===== config.mk =====
export PLATFORM = sky130hd
export DESIGN_NAME = prio_irq_ctrl
export DESIGN_NICKNAME = d
export VERILOG_FILES = /design/src/rtl/prio_irq_pkg.sv /design/src/rtl/irq_cfg_regs.sv /design/src/rtl/irq_src_cell.sv /design/src/rtl/irq_prio_enc.sv /design/src/rtl/prio_irq_ctrl.sv
export SDC_FILE = /design/constraint.sdc
export NUM_CORES = 1
export LEC_CHECK = 0
export ABC_AREA = 1
export BUFFER_PORTS_ARGS = -buffer_cell sky130_fd_sc_hd__buf_2
export CAP_MARGIN = 10
export CORE_MARGIN = 3
export CORE_UTILIZATION = 53
export CTS_CLUSTER_SIZE = 16
export DETAILED_ROUTE_END_ITERATION = 6
export GPL_ROUTABILITY_DRIVEN = 0
export GPL_TIMING_DRIVEN = 1
export PLACE_DENSITY = 0.89
export SLEW_MARGIN = 20
export SYNTH_ARGS = -nofsm -noshare
export SYNTH_HDL_FRONTEND = slang
export SYNTH_SLANG_ARGS = --single-unit
export TNS_END_PERCENT = 5

===== constraint.sdc =====
create_clock -name clk_i -period 2.1 [get_ports clk_i]
set_clock_uncertainty 0.15 [all_clocks]
set_input_delay 0.42 -clock clk_i [delete_from_list [all_inputs] [get_ports clk_i]]
set_output_delay 0.42 -clock clk_i [all_outputs]
set_load 0.03 [all_outputs]

===== src/rtl/prio_irq_pkg.sv =====
package prio_irq_pkg;

  typedef enum logic {
    SENSE_LEVEL = 1'b0,
    SENSE_EDGE  = 1'b1
  } sense_e;

  localparam logic MASK_RST  = 1'b1;
  localparam logic SENSE_RST = 1'b0;

endpackage


===== src/rtl/irq_cfg_regs.sv =====
module irq_cfg_regs
  import prio_irq_pkg::*;
#(
  parameter int SRC_N = 8
) (
  input  logic             clk_i,
  input  logic             rst_ni,
  input  logic             we_i,
  input  logic [SRC_N-1:0] mask_d_i,
  input  logic [SRC_N-1:0] edge_d_i,
  output logic [SRC_N-1:0] mask_q_o,
  output logic [SRC_N-1:0] edge_q_o
);

  always_ff @(posedge clk_i or negedge rst_ni) begin
    if (!rst_ni) begin
      mask_q_o <= {SRC_N{MASK_RST}};
      edge_q_o <= {SRC_N{SENSE_RST}};
    end else if (we_i) begin
      mask_q_o <= mask_d_i;
      edge_q_o <= edge_d_i;
    end
  end

endmodule


===== src/rtl/irq_src_cell.sv =====
module irq_src_cell
  import prio_irq_pkg::*;
(
  input  logic clk_i,
  input  logic rst_ni,
  input  logic req_i,
  input  logic edge_mode_i,
  input  logic clr_i,
  output logic pend_o
);

  logic   lvl_q;
  logic   hit_q;
  logic   rise;
  sense_e mode;

  assign mode = sense_e'(edge_mode_i);
  assign rise = req_i & ~lvl_q;

  always_ff @(posedge clk_i or negedge rst_ni) begin
    if (!rst_ni) begin
      lvl_q <= 1'b0;
      hit_q <= 1'b0;
    end else begin
      lvl_q <= req_i;
      // a new edge in the clear cycle wins; level mode drops the latch
      if (mode == SENSE_EDGE) hit_q <= (hit_q & ~clr_i) | rise;
      else                    hit_q <= 1'b0;
    end
  end

  assign pend_o = (mode == SENSE_EDGE) ? hit_q : lvl_q;

endmodule


===== src/rtl/irq_prio_enc.sv =====
module irq_prio_enc #(
  parameter int N = 8,
  parameter int W = 3
) (
  input  logic [N-1:0] req_i,
  output logic [W-1:0] idx_o,
  output logic         any_o
);

  always_comb begin
    idx_o = '0;
    any_o = 1'b0;
    for (int i = N - 1; i >= 0; i--) begin
      if (req_i[i]) begin
        idx_o = W'(i);
        any_o = 1'b1;
      end
    end
  end

endmodule


===== src/rtl/prio_irq_ctrl.sv =====
module prio_irq_ctrl #(
  parameter  int USR_N = 4,
  parameter  int TC_N  = 4,
  localparam int SRC_N = USR_N + TC_N,
  localparam int VEC_W = (SRC_N > 1) ? $clog2(SRC_N) : 1
) (
  input  logic             clk_i,
  input  logic             rst_ni,
  input  logic [USR_N-1:0] usr_req_i,
  input  logic [TC_N-1:0]  tc_req_i,
  input  logic             cfg_we_i,
  input  logic [SRC_N-1:0] cfg_mask_i,
  input  logic [SRC_N-1:0] cfg_edge_i,
  input  logic             vec_rd_i,
  output logic             irq_o,
  output logic [VEC_W-1:0] vec_o
);

  logic [SRC_N-1:0] src_w;
  logic [SRC_N-1:0] mask_q;
  logic [SRC_N-1:0] edge_q;
  logic [SRC_N-1:0] pend_w;
  logic [SRC_N-1:0] act_w;
  logic [SRC_N-1:0] clr_w;

  assign src_w = {tc_req_i, usr_req_i};

  irq_cfg_regs #(.SRC_N(SRC_N)) u_cfg (
    .clk_i    (clk_i),
    .rst_ni   (rst_ni),
    .we_i     (cfg_we_i),
    .mask_d_i (cfg_mask_i),
    .edge_d_i (cfg_edge_i),
    .mask_q_o (mask_q),
    .edge_q_o (edge_q)
  );

  for (genvar g = 0; g < SRC_N; g++) begin : g_src
    irq_src_cell u_cell (
      .clk_i       (clk_i),
      .rst_ni      (rst_ni),
      .req_i       (src_w[g]),
      .edge_mode_i (edge_q[g]),
      .clr_i       (clr_w[g]),
      .pend_o      (pend_w[g])
    );
  end

  assign act_w = pend_w & ~mask_q;

  irq_prio_enc #(.N(SRC_N), .W(VEC_W)) u_enc (
    .req_i (act_w),
    .idx_o (vec_o),
    .any_o (irq_o)
  );

  // clear targets the vector shown in the read cycle; it depends only on registers
  always_comb begin
    clr_w = '0;
    if (vec_rd_i && irq_o) clr_w[vec_o] = 1'b1;
  end

endmodule


==> implementation parameters, run 1 <==
Parameter                              Value

Power
  Switching portion of total power ... 32.02%
  Portion of total power attributed to the clock network ... a little under a quarter
  Relative contribution of combinational cells to total power ... between 20% and 30%
  Worst vdd ir ... roughly 0.62 mV
  NetSw ... roughly 0.44 mW
  Overall power consumption ... roughly 1.4 mW
  Power density over the cells ... 756.2 nW/um^2
  Sequential share of power ... between 50% and 60%
  Leakage power summed over all cells ... roughly 0.93 nW
  Internal Power ... around 0.93 mW

Route
  Routed wire length per instance ... roughly 12 um
  Via count ... about 1.2k
  Routed WL ... 3.076 mm
  Antenna viol nets, final ... 0
  Via count normalized by instance count ... between 4 and 5
  Number of DRC violations after detailed-routing iteration 0 ... 17
  Remaining DRCs ... 0
  Detailed-routing iteration count for the pre-antenna-repair pass ... 4

Floorplan
  Horiz. Die Dim ... about 60 um
  # rows ... 18
  Die extent in y ... between 50 and 60 um
  Area enclosed by the die boundary ... 3497 sq um
  Top-Level Pins ... 32
  Starting density of the core ... slightly below 60%
  CORE AREA ... roughly 2600 sq um

Finish
  Diode insertion count for antenna repair ... 0
  # fillers ... approximately 210
  Share of post-route cells with drive strength above 1 ... roughly two fifths
  Area added between synthesis and finish ... 20.74%
  Number of nets in the finished design ... roughly 250

GRT
  Overall global routing resource usage ... just over 20%
  Sum of overflow across all layers after global routing ... 0
  Vias in the first global route ... roughly 1.2k
  Antenna violations before repair ... 0
  Wire length of the first global-routing pass ... roughly 5.2 mm
  Largest net degree at the start of global routing ... 33

Timing
  Slew at the pin with the worst max-slew slack ... approximately 700 ps
  Final count of negative-setup-slack endpoints ... 3
  Count of final hold-check violations ... 0
  Hold Slack ... between 50 and 60 ps
  Crit path setup slack, layout ... -56.47 ps
  Worst max-slew margin expressed relative to the limit ... roughly 54%
  Minimum clock period after layout ... approximately 2200 ps
  Period Utilization, post-route ... 102.7%
  FMAX ... about 0.46 GHz
  Number of slew-limit violations in the final report ... 0
  RSZ-0062 raised after global routing ... yes

Synth
  Yosys warning total ... 0
  Number of instances in the synthesized netlist ... approximately 180
  Share of synthesized registers carrying an async set or reset ... 100.0%
  Area fraction of the dominant cell type after synthesis ... approximately two fifths
  Post-synth net total ... slightly above 200
  Top post-synthesis cells by area ... sky130_fd_sc_hd__dfrtp_1 (40%), sky130_fd_sc_hd__nand2_1 (15%), sky130_fd_sc_hd__dfstp_2 (14%)
  Syn Area/Cell ... around 8.5 sq um
  Number of synthesized flops with an enable pin ... 0
  Number of synthesized register bits ... 32
  Summed instance area of the synthesized netlist ... 1496 sq um
  Sequential-to-total area share from yosys stat ... around 54%
  Synth top cells by count ... sky130_fd_sc_hd__nand2_1 (59), sky130_fd_sc_hd__dfrtp_1 (24), sky130_fd_sc_hd__inv_1 (20), sky130_fd_sc_hd__o21ai_0 (16), sky130_fd_sc_hd__inv_2 (10)
  Most frequent cell after synthesis ... sky130_fd_sc_hd__nand2_1
  Number of distinct library cells after synthesis ... 20
  Cell type contributing the most total cell area after synthesis ... sky130_fd_sc_hd__dfrtp_1
  Dominant synthesized flop cell ... sky130_fd_sc_hd__dfrtp_1

CTS
  Maximum buffer depth of the clock tree ... 2
  CTS Root Cell ... sky130_fd_sc_hd__clkbuf_4
  Clock sink count ... 32
  Number of buffers added by the clock tree synthesis step ... 5
  TritonCTS clock tree ... built
  Worst-path clk slew ... roughly 100 ps
  Worst-Skew Late Latency ... ~330 ps
  CTS H-Tree Depth ... 2

Setup path
  Startpoint kind of the worst setup timing path ... flop
  Largest driver fanout on the critical path ... 2
  Worst path arrival time ... between 1500 and 2000 ps
  Category of the worst setup path capture point ... output port
  Critical path required time ... ~1500 ps
  Kind of critical path ... flop to output port

Placement
  # port buffers ... 31
  HPWL after detailed placement ... between 2 and 2.5 mm

Run status
  Result of the run ... finished, violations left
  Violations in the final reports ... setup timing

Hold path
  Worst min-delay path category ... input port to flop

Run
  Max Cap Viol ... 0
-- through the flow --
stage / util, % / setup TNS, ps / worst slack, ps / cells / cell area (sq um)
finish: 69.76 / -80.70 / -56.47 / 247 / 1807
global route: 69.76 / -469.5 / -172.5 / 247 / 1807
CTS: 68.79 / -122.6 / -51.87 / 246 / 1782
detailed placement: 64.78 / 0 / 208.3 / 235 / 1678
global placement: 64.78 / 0 / 227.4 / 235 / 1678
floorplan: - / 0 / 166.0 / 177 / 1496
-- placed cells by master, fill, tap and decap left out, types with 3 or more instances in the layout --
master	instances
sky130_fd_sc_hd__inv_2	11
sky130_fd_sc_hd__nand3_1	5
sky130_fd_sc_hd__nand2_2	5
sky130_fd_sc_hd__buf_4	4
sky130_fd_sc_hd__buf_6	3
sky130_fd_sc_hd__inv_1	20
sky130_fd_sc_hd__a21oi_1	4
sky130_fd_sc_hd__clkbuf_4	5
sky130_fd_sc_hd__nand2_1	56
sky130_fd_sc_hd__dfrtp_1	24
sky130_fd_sc_hd__a21oi_2	5
sky130_fd_sc_hd__buf_2	28
sky130_fd_sc_hd__nor2_2	3
sky130_fd_sc_hd__o21ai_0	16
sky130_fd_sc_hd__dfstp_2	8
sky130_fd_sc_hd__nand2_4	3
-- power groups by stage --
stage	registers, mW	clock network [mW]	logic [mW]
5_1_grt	0.701	0.355	0.387
4_1_cts	0.695	0.323	0.329
3_5_place_dp	0.706	0	0.290
2_1_floorplan	0.701	0	0.208
6_report	0.695	0.323	0.348
3_3_place_gp	0.704	0	0.283
-- metal layers --
metal | global-route usage, % | wire [um]
met5 | 0 | 0
met4 | 8.738 | 48
met3 | 7.625 | 178
met2 | 33.91 | 1528
met1 | 24.15 | 1320
-- final cells by class --
type	count	area, sq um	share of cell area [%]
clock buffers	6	41.29	2.285
clock inverters	1	5.005	0.2770
well taps	30	37.54	2.078
multi-input cells	108	569.3	31.51
repair buffers	36	214.0	11.84
flip-flops and latches	32	810.8	44.88
inverters	34	128.9	7.133
-- flip-flops by register name (all words and copies together), names as in the netlist --
name,flops
g_src.u_cell.lvl_q,8
g_src.u_cell.hit_q,8
u_cfg.mask_q_o,8
u_cfg.edge_q_o,8
-- worst max-delay path, cell delays in order, from the launching register on --
cell and delay [ps]:
sky130_fd_sc_hd__dfstp_2 530, sky130_fd_sc_hd__clkinv_2 50, sky130_fd_sc_hd__nand2_2 50, sky130_fd_sc_hd__nor2_2 40, sky130_fd_sc_hd__nand2_1 60, sky130_fd_sc_hd__nand2_1 50
sky130_fd_sc_hd__nand2_1 50, sky130_fd_sc_hd__nand2_1 50, sky130_fd_sc_hd__nand2_2 80, sky130_fd_sc_hd__nand2_4 60, sky130_fd_sc_hd__nand2_4 80, sky130_fd_sc_hd__inv_2 40
sky130_fd_sc_hd__buf_6 130
-- final timing paths --
path | from | endpoint | slack (ps) | depth (start not counted)
setup / recovery | u_cfg.mask_q_o[7]$_DFFE_PN1P_ | vec_o[0] | -60 | 12
hold / removal | usr_req_i[3] | g_src[3].u_cell.lvl_q$_DFF_PN0_ | 50 | 1
setup reg to reg | u_cfg.mask_q_o[7]$_DFFE_PN1P_ | g_src[5].u_cell.hit_q$_DFF_PN0_ | 320 | 14
hold reg to reg | u_cfg.mask_q_o[7]$_DFFE_PN1P_ | u_cfg.mask_q_o[7]$_DFFE_PN1P_ | 330 | 2
max in group asynchronous | rst_ni | g_src[6].u_cell.hit_q$_DFF_PN0_ | 830 | 2
min in group asynchronous | rst_ni | g_src[2].u_cell.hit_q$_DFF_PN0_ | 520 | 2
-- cells by family after synthesis --
logic type	after synthesis	share of synthesized area (%)
simple gates	78	22.99
buf+inv	37	9.281
flops	32	54.18
compound gates	30	13.54
-- what timing repair did --
item | 4_1_cts | 5_1_grt
resized for setup | 9 | 6
pin swaps | 5 | 1
endpoints found under the hold margin | 20 | 0
setup buffers | 3 | 1
hold buffers | 1 | 0
setup endpoints to repair | 4 | 4
Note: power is estimated with default switching activity, not from simulation.
==> run 2: changes to the inputs <==
--- a/config.mk
+++ b/config.mk
@@ -15,6 +15,7 @@
 export GPL_ROUTABILITY_DRIVEN = 0
 export GPL_TIMING_DRIVEN = 1
 export PLACE_DENSITY = 0.89
+export RECOVER_POWER = 25
 export SLEW_MARGIN = 20
 export SYNTH_ARGS = -nofsm -noshare
 export SYNTH_HDL_FRONTEND = slang
==> run 2 against run 1 <==
The run still ends with setup timing left. Sequential share of layout area up 0.19 points. Cell count unchanged. Fmax hardly changed. Via count hardly changed. Hold slack barely moved. Critical path depth unchanged. Worst setup slack lost 1.6 ps. Final area fell by 0.42%. Sequential cell count is the same. Combinational power is essentially flat. Die area is the same. Power is essentially flat. Largest cell class unchanged. Largest power group unchanged. Highest routed layer unchanged.
==> implementation parameters, run 2 (synthesized netlist as in run 1, its figures left out) <==
Parameter                              Value

Setup path
  Worst path arrival time ... 1590 ps
  R2R Setup Slk ... 320 ps
  Kind of critical path ... flop to output port
  Number of cell instances on the worst register-to-register path ... 14
  Origin of the worst setup path ... u_cfg.mask_q_o[7]$_DFFE_PN1P_
  Worst r2r dst ... g_src[5].u_cell.hit_q$_DFF_PN0_
  Largest driver fanout on the critical path ... 2
  Critical path required time ... roughly 1500 ps
  Reg2reg start ... u_cfg.mask_q_o[7]$_DFFE_PN1P_
  End of the critical path ... vec_o[0]
  Category of the worst setup path capture point ... output port
  Startpoint kind of the worst setup timing path ... flop

Route
  Antenna viol nets, final ... 0
  Via count normalized by instance count ... between 4 and 5
  Detailed-routing iteration count for the pre-antenna-repair pass ... 4
  Routed wire length per instance ... 12.45 um
  Via count ... roughly 1.2k
  Remaining DRCs ... 0
  Routed WL ... 3.076 mm
  Number of DRC violations after detailed-routing iteration 0 ... 20

Timing
  Worst max-slew margin expressed relative to the limit ... between 20 and 25%
  Setup total negative slack ... -82.63 ps
  FMAX ... roughly 0.46 GHz
  Hold Slack ... 52.03 ps
  Number of slew-limit violations in the final report ... 0
  Slew at the pin with the worst max-slew slack ... roughly 1200 ps
  Minimum clock period after layout ... between 2000 and 2500 ps
  Count of final hold-check violations ... 0
  RSZ-0062 raised after global routing ... yes
  Crit path setup slack, layout ... -58.06 ps
  Period Utilization, post-route ... 102.8%
  Final count of negative-setup-slack endpoints ... 3

CTS
  Clock sink count ... 32
  Worst-path clk slew ... 100 ps
  TritonCTS clock tree ... built
  CTS H-Tree Depth ... 2
  Worst-Skew Late Latency ... between 300 and 400 ps
  Maximum buffer depth of the clock tree ... 2
  CTS Root Cell ... sky130_fd_sc_hd__clkbuf_4
  Number of buffers added by the clock tree synthesis step ... 5

GRT
  Overall global routing resource usage ... 20.61%
  Antenna violations before repair ... 0
  Wire length of the first global-routing pass ... 5.209 mm
  Sum of overflow across all layers after global routing ... 0
  Largest net degree at the start of global routing ... 33
  Vias in the first global route ... 1214

Run status
  Violations in the final reports ... setup timing
  Result of the run ... finished, violations left

Floorplan
  # rows ... 18
  Top-Level Pins ... 32
  Horiz. Die Dim ... 59.14 um
  Starting density of the core ... around 58%
  Area enclosed by the die boundary ... between 3000 and 4000 sq um
  Die extent in y ... between 50 and 60 um
  CORE AREA ... 2590 sq um

Finish
  Share of post-route cells with drive strength above 1 ... a little over a third
  # fillers ... 214
  Core occupancy in the finished layout ... between 60 and 70%
  Diode insertion count for antenna repair ... 0
  Number of nets in the finished design ... 245
  Most frequent cells in the layout ... sky130_fd_sc_hd__nand2_1 (56), sky130_fd_sc_hd__dfrtp_1 (24), sky130_fd_sc_hd__buf_2 (22)
  Area added between synthesis and finish ... 20.23%
  Final Non-Filler Cells ... between 200 and 250
  Most frequent standard cell in the layout excluding fill and tap cells ... sky130_fd_sc_hd__nand2_1

Power
  Relative contribution of combinational cells to total power ... 25.4%
  Portion of total power attributed to the clock network ... 23.7%
  Switching portion of total power ... between 30% and 40%
  Power density over the cells ... around 760 nW/um^2
  Sequential share of power ... 50.9%
  Worst vdd ir ... around 0.6 mV
  Leakage power summed over all cells ... roughly 0.9 nW
  NetSw ... 0.4376 mW
  Internal Power ... roughly 0.93 mW

Placement
  # port buffers ... 31
  HPWL after detailed placement ... between 2 and 2.5 mm
  Cell total after placement ... around 240

Run
  Max Cap Viol ... 0

Hold path
  Worst min-delay path category ... input port to flop
## run 2: cell types whose count changed in the layout (fill, tap and decap cells not counted), sizes merged
cell	previous run	this run
buf	35	29
clkbuf	6	12
## run 2: how the worst min path moves through the flow
stage,endpoint,cells past startpoint,from
floorplan,g_src[0].u_cell.hit_q$_DFF_PN0_,0,rst_ni
global placement,u_cfg.mask_q_o[4]$_DFFE_PN1P_,2,u_cfg.mask_q_o[4]$_DFFE_PN1P_
detailed placement,u_cfg.mask_q_o[7]$_DFFE_PN1P_,2,u_cfg.mask_q_o[7]$_DFFE_PN1P_
CTS,g_src[5].u_cell.lvl_q$_DFF_PN0_,1,tc_req_i[1]
global route,g_src[3].u_cell.lvl_q$_DFF_PN0_,1,usr_req_i[3]
finish,g_src[3].u_cell.lvl_q$_DFF_PN0_,1,usr_req_i[3]
## run 2: routing by layer
| layer | vias to the layer above | share of wire, % | global-route usage (%) | wire (um) |
|---|---|---|---|---|
| li1 | 622 | - | - | - |
| met1 | 539 | 43 | 24.15 | 1319 |
| met2 | 39 | 50 | 33.91 | 1523 |
| met3 | 7 | 5.9 | 7.625 | 183 |
| met4 | 0 | 1.6 | 8.738 | 48 |
| met5 | - | 0 | 0 | 0 |
## run 2: through the flow
stage               power [mW]  cell area [sq um]  worst slack (ps)
floorplan               0.9086               1496             166.0
global placement        0.9865               1678             227.4
detailed placement      0.9968               1678             208.3
CTS                      1.348               1782            -51.87
global route             1.442               1799            -172.5
finish                   1.365               1799            -58.06
## run 2: worst max-delay path, cell delays in order (launching register included)
cell	delay [ps]
sky130_fd_sc_hd__dfstp_2	530
sky130_fd_sc_hd__clkinv_2	50
sky130_fd_sc_hd__nand2_2	50
sky130_fd_sc_hd__nor2_2	40
sky130_fd_sc_hd__nand2_1	60
sky130_fd_sc_hd__nand2_1	50
sky130_fd_sc_hd__nand2_1	50
sky130_fd_sc_hd__nand2_1	50
sky130_fd_sc_hd__nand2_2	80
sky130_fd_sc_hd__nand2_4	60
sky130_fd_sc_hd__nand2_4	80
sky130_fd_sc_hd__inv_2	40
sky130_fd_sc_hd__buf_6	130
## run 2: what timing repair did
action                                  CTS  global route
buffers inserted                          3             1
endpoints found under the setup margin    4             4
cloned                                    0             0
pin swaps                                 5             1
resized for setup                         9             6
endpoints found under the hold margin    20             0
hold buffers                              1             0
## run 2: power by group through the flow
stage | sequential [mW] | clock, mW | combinational, mW
final | 0.696 | 0.323 | 0.347
after global routing | 0.702 | 0.355 | 0.386
after CTS | 0.695 | 0.323 | 0.329
after detailed placement | 0.706 | 0 | 0.290
after global placement | 0.704 | 0 | 0.283
after floorplan | 0.701 | 0 | 0.208
## run 2: cell type report
| class | count | area [sq um] | share of cell area [%] |
|---|---|---|---|
| inverter | 34 | 128.9 | 7.163 |
| clock buffer | 6 | 41.29 | 2.295 |
| timing repair buffer | 36 | 206.4 | 11.47 |
| tap | 30 | 37.54 | 2.086 |
| clock inverter | 1 | 5.005 | 0.2782 |
| multi-input combinational | 108 | 569.3 | 31.64 |
| sequential | 32 | 810.8 | 45.06 |
==> run 3: changes to the inputs <==
==> constraint.sdc (replaced) <==
create_clock -name clk_i -period 2.1 [get_ports clk_i]
set_clock_uncertainty 0.15 [all_clocks]
set_input_delay 0.42 -clock clk_i [delete_from_list [all_inputs] [get_ports clk_i]]
set_output_delay 0.42 -clock clk_i [all_outputs]
set_load 0.01 [all_outputs]
==> run 3 against run 2 <==
The run still ends with setup timing left. Final area shrank 1.4%. Fmax shrank 0.39%. Hold slack gained 2.0 ps. Critical path depth is the same. Critical endpoint unchanged. Largest power group unchanged. Highest routed layer unchanged.
==> implementation parameters, run 3 (synthesized netlist as in run 1, its figures left out) <==
Parameter                              Value

Floorplan
  Horiz. Die Dim ... ~59 um
  Top-Level Pins ... 32
  CORE AREA ... 2590 sq um
  # rows ... 18
  Die extent in y ... ~60 um
  Starting density of the core ... between 50 and 60%
  Area enclosed by the die boundary ... approximately 3500 sq um

Setup path
  Startpoint kind of the worst setup timing path ... flop
  Kind of critical path ... flop to output port
  Worst r2r dst ... g_src[7].u_cell.hit_q$_DFF_PN0_
  R2R Setup Slk ... 400 ps
  Worst path arrival time ... roughly 1600 ps
  Number of cell instances on the worst register-to-register path ... 13
  Category of the worst setup path capture point ... output port
  Critical path required time ... ~1500 ps
  Largest driver fanout on the critical path ... 2
  Reg2reg start ... u_cfg.mask_q_o[7]$_DFFE_PN1P_

Placement
  Setup WS pre-CTS ... ~240 ps
  # port buffers ... 31
  HPWL after detailed placement ... just over 2 mm

Route
  Antenna viol nets, final ... 0
  Via count normalized by instance count ... between 4 and 5
  Via count ... about 1.2k
  Routed wire length per instance ... 11.59 um
  Routed WL ... about 2.9 mm
  Number of DRC violations after detailed-routing iteration 0 ... 25
  Detailed-routing iteration count for the pre-antenna-repair pass ... 4
  Remaining DRCs ... 0

Timing
  Final count of negative-setup-slack endpoints ... 3
  Period Utilization, post-route ... 103.2%
  Minimum clock period after layout ... between 2000 and 2500 ps
  Hold Slack ... between 50 and 60 ps
  Slew at the pin with the worst max-slew slack ... between 1000 and 1500 ps
  Worst max-slew margin expressed relative to the limit ... between 20% and 30%
  Count of final hold-check violations ... 0
  Number of slew-limit violations in the final report ... 0
  Crit path setup slack, layout ... -66.42 ps
  FMAX ... about 0.46 GHz
  RSZ-0062 raised after global routing ... yes

CTS
  Clock sink count ... 32
  Maximum buffer depth of the clock tree ... 2
  TritonCTS clock tree ... built
  Number of buffers added by the clock tree synthesis step ... 5
  Worst-path clk slew ... about 100 ps
  Worst-Skew Late Latency ... approximately 330 ps
  CTS Root Cell ... sky130_fd_sc_hd__clkbuf_4
  CTS H-Tree Depth ... 2

Hold path
  Hold Crit Start ... tc_req_i[1]
  Worst min-delay path category ... input port to flop
  Hold-critical path endpoint ... g_src[5].u_cell.lvl_q$_DFF_PN0_
  Min-Delay Path Depth ... 1

GRT
  Sum of overflow across all layers after global routing ... 0
  Largest net degree at the start of global routing ... 33
  Overall global routing resource usage ... between 10% and 20%
  Wire length of the first global-routing pass ... roughly 4.8 mm
  Vias in the first global route ... 1174
  Antenna violations before repair ... 0

Finish
  Diode insertion count for antenna repair ... 0
  Number of nets in the finished design ... roughly 240
  Area added between synthesis and finish ... 18.56%
  Most frequent standard cell in the layout excluding fill and tap cells ... sky130_fd_sc_hd__nand2_1
  Share of post-route cells with drive strength above 1 ... around 34%
  Most frequent cells in the layout ... sky130_fd_sc_hd__nand2_1 (57), sky130_fd_sc_hd__dfrtp_1 (24), sky130_fd_sc_hd__buf_2 (24)

Run status
  Result of the run ... finished, violations left
  Violations in the final reports ... setup timing

Power
  Switching portion of total power ... about 30%
  Portion of total power attributed to the clock network ... 27.0%
  NetSw ... about 0.41 mW
  Internal Power ... 0.9443 mW
  Sequential share of power ... 51.4%
  Power density over the cells ... 763.5 nW/um^2
  Worst vdd ir ... roughly 0.74 mV
  Relative contribution of combinational cells to total power ... 21.7%
  Leakage power summed over all cells ... between 0.9 and 1 nW

Run
  Max Cap Viol ... 0
==> run 3: cell count changes in the layout (fill, tap and decap cells not counted), moves of 2 or more <==
cell	delta
sky130_fd_sc_hd__nand3_2	-2
sky130_fd_sc_hd__buf_6	-2
sky130_fd_sc_hd__nor2_1	+2
sky130_fd_sc_hd__nand3_1	+2
sky130_fd_sc_hd__buf_4	-2
sky130_fd_sc_hd__buf_2	+2
sky130_fd_sc_hd__nor2_2	-2
==> run 3: power by group through the flow <==
| stage | clock network [mW] | logic, mW | registers, mW |
|---|---|---|---|
| floorplan | 0 | 0.186 | 0.701 |
| global placement | 0 | 0.261 | 0.704 |
| detailed placement | 0 | 0.269 | 0.707 |
| CTS | 0.375 | 0.293 | 0.696 |
| global route | 0.403 | 0.331 | 0.701 |
| finish | 0.365 | 0.293 | 0.696 |
==> run 3: layer usage <==
layer | GRT usage [%] | share of wire, % | up-vias
li1 | - | - | 618
met1 | 22.70 | 44 | 549
met2 | 29.18 | 48 | 28
met3 | 6.536 | 6.0 | 7
met4 | 11.33 | 2.6 | 0
met5 | 0 | 0 | -
==> run 3: cell type report <==
| cell class | instances | area, sq um |
|---|---|---|
| clock buffers | 6 | 51.30 |
| fillers | 231 | 815.8 |
| inverters | 34 | 133.9 |
| repair buffers | 34 | 178.9 |
| flip-flops and latches | 32 | 810.8 |
| multi-input cells | 108 | 551.8 |
| clock inverters | 2 | 10.01 |
| well taps | 30 | 37.54 |
==> run 3: worst max path at each step <==
stage,to,startpoint,cells past startpoint
final,vec_o[0],u_cfg.mask_q_o[7]$_DFFE_PN1P_,12
after global routing,vec_o[0],u_cfg.mask_q_o[7]$_DFFE_PN1P_,12
after CTS,vec_o[0],u_cfg.mask_q_o[7]$_DFFE_PN1P_,12
after detailed placement,vec_o[0],u_cfg.mask_q_o[7]$_DFFE_PN1P_,12
after global placement,vec_o[0],u_cfg.mask_q_o[7]$_DFFE_PN1P_,12
after floorplan,vec_o[2],u_cfg.mask_q_o[0]$_DFFE_PN1P_,6
==> run 3: metrics by stage <==
step / setup TNS [ps] / total power, mW / std cells / utilization [%] / area, sq um
detailed placement: 0 / 0.9754 / 235 / 64.78 / 1678
finish: -76.87 / 1.355 / 246 / 68.50 / 1774
global placement: 0 / 0.9641 / 235 / 64.78 / 1678
floorplan: 0 / 0.8869 / 177 / - / 1496
CTS: -132.7 / 1.364 / 246 / 68.70 / 1779
global route: -472.2 / 1.435 / 246 / 68.50 / 1774
==> run 3: repair_timing <==
| item | 4_1_cts | 5_1_grt |
|---|---|---|
| pin swaps | 3 | 2 |
| resized for setup | 5 | 2 |
| hold buffers | 1 | 0 |
| endpoints found under the setup margin | 4 | 4 |
| endpoints found under the hold margin | 24 | 0 |
| cloned | 0 | 0 |
| buffers inserted | 2 | 0 |
==> run 3: worst max-delay path, cell delays in order (launching register included) <==
cell and delay, ps:
sky130_fd_sc_hd__dfstp_2 540, sky130_fd_sc_hd__clkinv_2 50, sky130_fd_sc_hd__nand2_2 60, sky130_fd_sc_hd__nor2_2 40, sky130_fd_sc_hd__nand2_1 70, sky130_fd_sc_hd__nand2_1 50
sky130_fd_sc_hd__nand2_1 50, sky130_fd_sc_hd__nand2_1 60, sky130_fd_sc_hd__nand2_2 80, sky130_fd_sc_hd__nand2_4 60, sky130_fd_sc_hd__nand2_4 70, sky130_fd_sc_hd__inv_2 40
sky130_fd_sc_hd__buf_6 110
